<file path="config.mk">
export PLATFORM = sky130hd
export DESIGN_NAME = adcScanSeq
export DESIGN_NICKNAME = d
export VERILOG_FILES = /design/src/rtl/adcScanPkg.sv /design/src/rtl/adcScanRegs.sv /design/src/rtl/adcScanCtrl.sv /design/src/rtl/adcScanSeq.sv
export SDC_FILE = /design/constraint.sdc
export NUM_CORES = 1
export LEC_CHECK = 0
export BUFFER_PORTS_ARGS = -buffer_cell sky130_fd_sc_hd__buf_2
export CAP_MARGIN = 5
export CORE_ASPECT_RATIO = 1.2
export CORE_MARGIN = 2
export CORE_UTILIZATION = 52
export CTS_CLUSTER_DIAMETER = 50
export DETAILED_ROUTE_END_ITERATION = 10
export PLACE_DENSITY = 0.81
export SETUP_SLACK_MARGIN = 0.2
export SLEW_MARGIN = 20
export SYNTH_ARGS = -nofsm -noshare
export SYNTH_HDL_FRONTEND = slang
export SYNTH_SLANG_ARGS = --single-unit
</file>
<file path="constraint.sdc">
create_clock -name clk -period 2.3 [get_ports clk]
set_clock_uncertainty 0.15 [all_clocks]
set_input_delay 0.46 -clock clk [delete_from_list [all_inputs] [get_ports clk]]
set_output_delay 0.46 -clock clk [all_outputs]
set_load 0.05 [all_outputs]
</file>
<file path="src/rtl/adcScanPkg.sv">
package adcScanPkg;

  localparam int unsigned RSVD_BIT    = 0;
  localparam int unsigned DOUBLE_BIT  = 1;
  localparam int unsigned SH_EN_BIT   = 2;
  localparam int unsigned SH_FAST_BIT = 3;
  localparam int unsigned LOOP_LSB    = 4;

  typedef struct packed {
    logic loadCfg;
    logic clearChan;
    logic incChan;
  } seqStrobe_t;

  typedef enum logic [1:0] {
    CODE_NORMAL  = 2'b00,
    CODE_DOUBLE  = 2'b01,
    CODE_SH      = 2'b10,
    CODE_SH_FAST = 2'b11
  } speedCode_t;

  function automatic speedCode_t encodeSpeed(input logic dbl, input logic shEn, input logic shFast);
    if (shEn) return shFast ? CODE_SH_FAST : CODE_SH;
    return dbl ? CODE_DOUBLE : CODE_NORMAL;
  endfunction

endpackage

</file>
<file path="src/rtl/adcScanRegs.sv">
module adcScanRegs
  import adcScanPkg::*;
#(
  parameter int unsigned CHAN_W = 4,
  localparam int unsigned REG_W = LOOP_LSB + CHAN_W
) (
  input  logic              clk,
  input  logic              rstN,
  input  logic              cfgWe,
  input  logic [REG_W-1:0]  cfgWdata,
  input  seqStrobe_t        strobe,
  input  logic              scanBusy,
  output logic [REG_W-1:0]  cfgRdata,
  output logic [CHAN_W-1:0] chanSel,
  output logic [1:0]        speedCode,
  output logic              isLast
);

  localparam logic [REG_W-1:0] WR_MASK = ~(REG_W'(1) << RSVD_BIT);

  logic [REG_W-1:0]  cfgReg;
  logic [CHAN_W-1:0] lastChan;
  logic [CHAN_W-1:0] curChan;
  speedCode_t        codeReg;

  always_ff @(posedge clk) begin
    if (!rstN) begin
      cfgReg <= '0;
    end else if (cfgWe) begin
      cfgReg <= cfgWdata & WR_MASK;
    end
  end

  always_ff @(posedge clk) begin
    if (!rstN) begin
      lastChan <= '0;
      codeReg  <= CODE_NORMAL;
    end else if (strobe.loadCfg) begin
      lastChan <= cfgReg[REG_W-1:LOOP_LSB];
      codeReg  <= encodeSpeed(cfgReg[DOUBLE_BIT], cfgReg[SH_EN_BIT], cfgReg[SH_FAST_BIT]);
    end
  end

  always_ff @(posedge clk) begin
    if (!rstN) begin
      curChan <= '0;
    end else if (strobe.clearChan) begin
      curChan <= '0;
    end else if (strobe.incChan) begin
      curChan <= curChan + CHAN_W'(1);
    end
  end

  always_comb begin
    cfgRdata = cfgReg;
    if (scanBusy) cfgRdata[REG_W-1:LOOP_LSB] = curChan;
  end

  assign chanSel   = curChan;
  assign speedCode = codeReg;
  assign isLast    = (curChan == lastChan);

endmodule

</file>
<file path="src/rtl/adcScanCtrl.sv">
module adcScanCtrl
  import adcScanPkg::*;
(
  input  logic       clk,
  input  logic       rstN,
  input  logic       scanStart,
  input  logic       coreDone,
  input  logic       contMode,
  input  logic       isLast,
  output seqStrobe_t strobe,
  output logic       scanBusy,
  output logic       convReq,
  output logic       scanDone
);

  typedef enum logic {S_IDLE, S_RUN} seqState_t;

  seqState_t state;
  logic      startNow;
  logic      advance;
  logic      passEnd;
  logic      wrapNow;
  logic      stopNow;

  assign startNow = (state == S_IDLE) && scanStart;
  assign advance  = (state == S_RUN) && coreDone;
  assign passEnd  = advance && isLast;
  assign wrapNow  = passEnd && contMode;
  assign stopNow  = passEnd && !contMode;

  always_comb begin
    strobe.loadCfg   = startNow;
    strobe.clearChan = startNow || wrapNow;
    strobe.incChan   = advance && !isLast;
  end

  always_ff @(posedge clk) begin
    if (!rstN) begin
      state    <= S_IDLE;
      convReq  <= 1'b0;
      scanDone <= 1'b0;
    end else begin
      if (startNow)     state <= S_RUN;
      else if (stopNow) state <= S_IDLE;
      convReq  <= startNow || (advance && !stopNow);
      scanDone <= passEnd;
    end
  end

  assign scanBusy = (state == S_RUN);

endmodule

</file>
<file path="src/rtl/adcScanSeq.sv">
module adcScanSeq
  import adcScanPkg::*;
#(
  parameter int unsigned CHAN_W = 4,
  localparam int unsigned REG_W = LOOP_LSB + CHAN_W
) (
  input  logic              clk,
  input  logic              rstN,
  input  logic              cfgWe,
  input  logic [REG_W-1:0]  cfgWdata,
  output logic [REG_W-1:0]  cfgRdata,
  input  logic              scanStart,
  input  logic              contMode,
  input  logic              coreDone,
  output logic [CHAN_W-1:0] chanSel,
  output logic [1:0]        speedCode,
  output logic              convReq,
  output logic              scanBusy,
  output logic              scanDone
);

  seqStrobe_t strobe;
  logic       isLast;

  adcScanCtrl u_ctrl (
    .clk      (clk),
    .rstN     (rstN),
    .scanStart(scanStart),
    .coreDone (coreDone),
    .contMode (contMode),
    .isLast   (isLast),
    .strobe   (strobe),
    .scanBusy (scanBusy),
    .convReq  (convReq),
    .scanDone (scanDone)
  );

  adcScanRegs #(.CHAN_W(CHAN_W)) u_regs (
    .clk      (clk),
    .rstN     (rstN),
    .cfgWe    (cfgWe),
    .cfgWdata (cfgWdata),
    .strobe   (strobe),
    .scanBusy (scanBusy),
    .cfgRdata (cfgRdata),
    .chanSel  (chanSel),
    .speedCode(speedCode),
    .isLast   (isLast)
  );

endmodule

</file>
==> impl_metrics.json <==
{
  "crit_fanout": 11,
  "swShare": 0.301,
  "synth_area_leaders": "dfxtp_1 42%, mux2i_1 9.4%, nand2_1 6.6%, nor2b_1 5.2%, mux2_2 4.7%",
  "grt_usage": 0.184,
  "die_h_microns": 51.1,
  "die_area_sq_um": 2210,
  "crit_family": "flip-flops",
  "fp-row-count": 17,
  "synth_ff_type": "dfxtp_1",
  "crit_chain": "mux2_2 -> buf_2",
  "clockBufferDepth": 2,
  "min_period_ns": 1.92,
  "crit_buf_inv": 1,
  "synth_top_cells_by_count": "20 x dfxtp_1, 17 x nand2_1, 9 x mux2i_1",
  "route.detailed.wl_per_inst_microns": 12.2,
  "yosysWarnings": 0,
  "relSlewSlack": 0.636,
  "ys_seq_area_frac": 0.417,
  "critical_path.startpoint": "u_ctrl.scanBusy$_SDFFE_PN0P_",
  "yosysTopAreaCell": "dfxtp_1",
  "cts-root-buf": "clkbuf_4",
  "tightest_slew_ns": 0.544,
  "yosysUniqueCellTypes": 30,
  "outcome": "finished clean",
  "intPower_uw": 467,
  "min_path_type": "input port to flop",
  "start_util": 0.538,
  "grt_setup_unrepaired": "no",
  "drive_gt1_frac": 0.307,
  "seqPwrFrac": 0.562,
  "end_kind": "output port",
  "place.gp.congestion": 0.801,
  "ant_nets": 0,
  "pwr-share-comb": 0.196,
  "avgViaCountPerCell": 5.60,
  "clock-sinks": 20,
  "num_vias": 817,
  "post_synth.cell_area_avg_sq_um": 8.98,
  "antenna_found_initial": 0,
  "core-area_sq_um": 1790,
  "drt_iter0_markers": 10,
  "ir_worst_vdd_v": 0.000388,
  "r2r_start": "u_regs.chanSel[0]$_SDFFE_PP0P_",
  "clkPwrFrac": 0.241,
  "drc_errors": 0,
  "dpl.cell_count": 143,
  "slew_violations": 0,
  "ios": 31,
  "synth_top_area_frac": 0.417,
  "dp_hpwl_microns": 1350,
  "syn_nets": 122,
  "grt_pass1_vias": 761,
  "overflow": 0,
  "critPathLaunchType": "flop",
  "synth_most_common_cell": "dfxtp_1",
  "worst_ep_required_time_ns": 1.69,
  "final_cell_count_no_fill": 146,
  "cts.htree.levels": 1,
  "max_freq_mhz": 520,
  "cts_made_buffers": 3,
  "hold_viol": 0,
  "fin_hold_ws_ns": 0.266,
  "syn_to_final_growth_pct": 13.5,
  "cts_tree": "yes",
  "maxCapViolCount": 0,
  "antenna_cells": 0,
  "grt_pass1_wl_microns": 3080,
  "numPortBuffers": 28,
  "holdCritStartpoint": "cfgWdata[4]",
  "arrival_ns": 1.31,
  "cp_slowest_cell": "dfxtp_2",
  "async_reset_ff_frac": 0,
  "synth_edf_count": 0,
  "max_stage_delay_ns": 0.45,
  "power_switching_uw": 201,
  "drt_wl_total_microns": 1790,
  "finalCritPeriodShare": 0.836,
  "total_leakage_power_nw": 0.493,
  "powerDensity_nw_per_um2": 612,
  "clk_transition_reported_paths_ns": 0.10,
  "syn_inst": 107,
  "final.setup.tns_ns": 0,
  "grt_max_degree": 22,
  "postCtsHoldBufs": 0,
  "finalNetCount": 144,
  "ys_ff_latch": 20,
  "drtPass1Iterations": 4,
  "setup_viol": 0,
  "die_x_microns": 43.2,
  "clk_latency_ns": 0.30,
  "final.fill_count": 159,
  "netlist_area_sq_um": 961,
  "crit_type": "flop to output port"
}
## area by class of cell
class	count	area (sq um)	area share
repair buffers	28	140	0.128
multi-input cells	75	499	0.458
inverters	1	3.75	0.00344
flip-flops and latches	20	402	0.368
well taps	19	23.8	0.0218
clock buffers	3	22.5	0.0206
## cells by family (layout without fill, tap and decap cells)
logic type	count (synthesis)	after routing	share of synthesized area
compound gates	16	16	0.112
xor+xnor	4	4	0.0365
fa+ha+maj	1	1	0.0130
buf+inv	12	32	0.0638
flops	20	20	0.417
mux	13	13	0.141
other cells	1	1	0.00390
simple gates	40	40	0.214
## flip-flops by register name, indices dropped and copies added (netlist names)
signal	cells
u_regs.speedCode	2
u_regs.chanSel	4
u_ctrl.convReq	1
u_regs.lastChan	4
u_ctrl.scanBusy	1
u_regs.cfgReg	7
u_ctrl.scanDone	1
## worst paths after layout
check / cells after the start / endpoint / slack [ns]
min reg2reg: 2 / u_regs.lastChan[2]$_SDFFE_PN0P_ / 0.34
min: 3 / u_regs.cfgReg[4]$_SDFFE_PN0P_ / 0.27
max: 2 / cfgRdata[5] / 0.38
max reg2reg: 4 / u_regs.chanSel[0]$_SDFFE_PP0P_ / 0.75
## what timing repair did
| action | CTS | global route |
|---|---|---|
| gates resized for setup | 0 | 1 |
| setup endpoints to repair | 0 | 4 |
| setup buffers | 0 | 0 |
| endpoints found under the hold margin | 0 | 0 |
## power by group through the flow
stage	clock network (mW)	registers, mW	logic, mW
6_report	0.161	0.375	0.131
3_5_place_dp	0	0.383	0.132
5_1_grt	0.182	0.379	0.140
3_3_place_gp	0	0.382	0.130
4_1_cts	0.169	0.376	0.132
2_1_floorplan	0	0.397	0.0920
## worst min-delay path: stages
cell	delay (ns)
buf_2	0.07
mux2i_1	0.06
nor2b_1	0.09
## per-layer routing
metal	vias up	track usage	part of all wire
li1	402	-	-
met1	379	0.202	0.43
met2	31	0.308	0.48
met3	5	0.0389	0.062
met4	0	0.131	0.022
met5	-	0	0
## through the flow
| stage | total power, mW | util | cell area, sq um | setup WS, ns |
|---|---|---|---|---|
| 6_report | 0.668 | 0.611 | 1090 | 0.377 |
| 2_1_floorplan | 0.489 | - | 961 | 0.266 |
| 3_3_place_gp | 0.512 | 0.597 | 1070 | 0.595 |
| 3_5_place_dp | 0.515 | 0.597 | 1070 | 0.580 |
| 5_1_grt | 0.701 | 0.611 | 1090 | 0.315 |
| 4_1_cts | 0.677 | 0.610 | 1090 | 0.235 |
## layout by cell type, fill, tap and decap left out, drive strengths merged, types with 2 or more instances in the layout
| master | netlist | routed |
|---|---|---|
| and2 | 2 | 2 |
| mux2i | 9 | 9 |
| a31oi | 3 | 3 |
| nand4 | 2 | 2 |
| xnor2 | 4 | 4 |
| o21ai | 3 | 3 |
| buf | 4 | 28 |
| clkbuf | 7 | 3 |
| nand3 | 5 | 5 |
| nor2b | 8 | 8 |
| a21boi | 5 | 5 |
| nand2 | 17 | 17 |
| dfxtp | 20 | 20 |
| mux2 | 4 | 4 |
No activity file was read; power rests on OpenSTA's default activity.
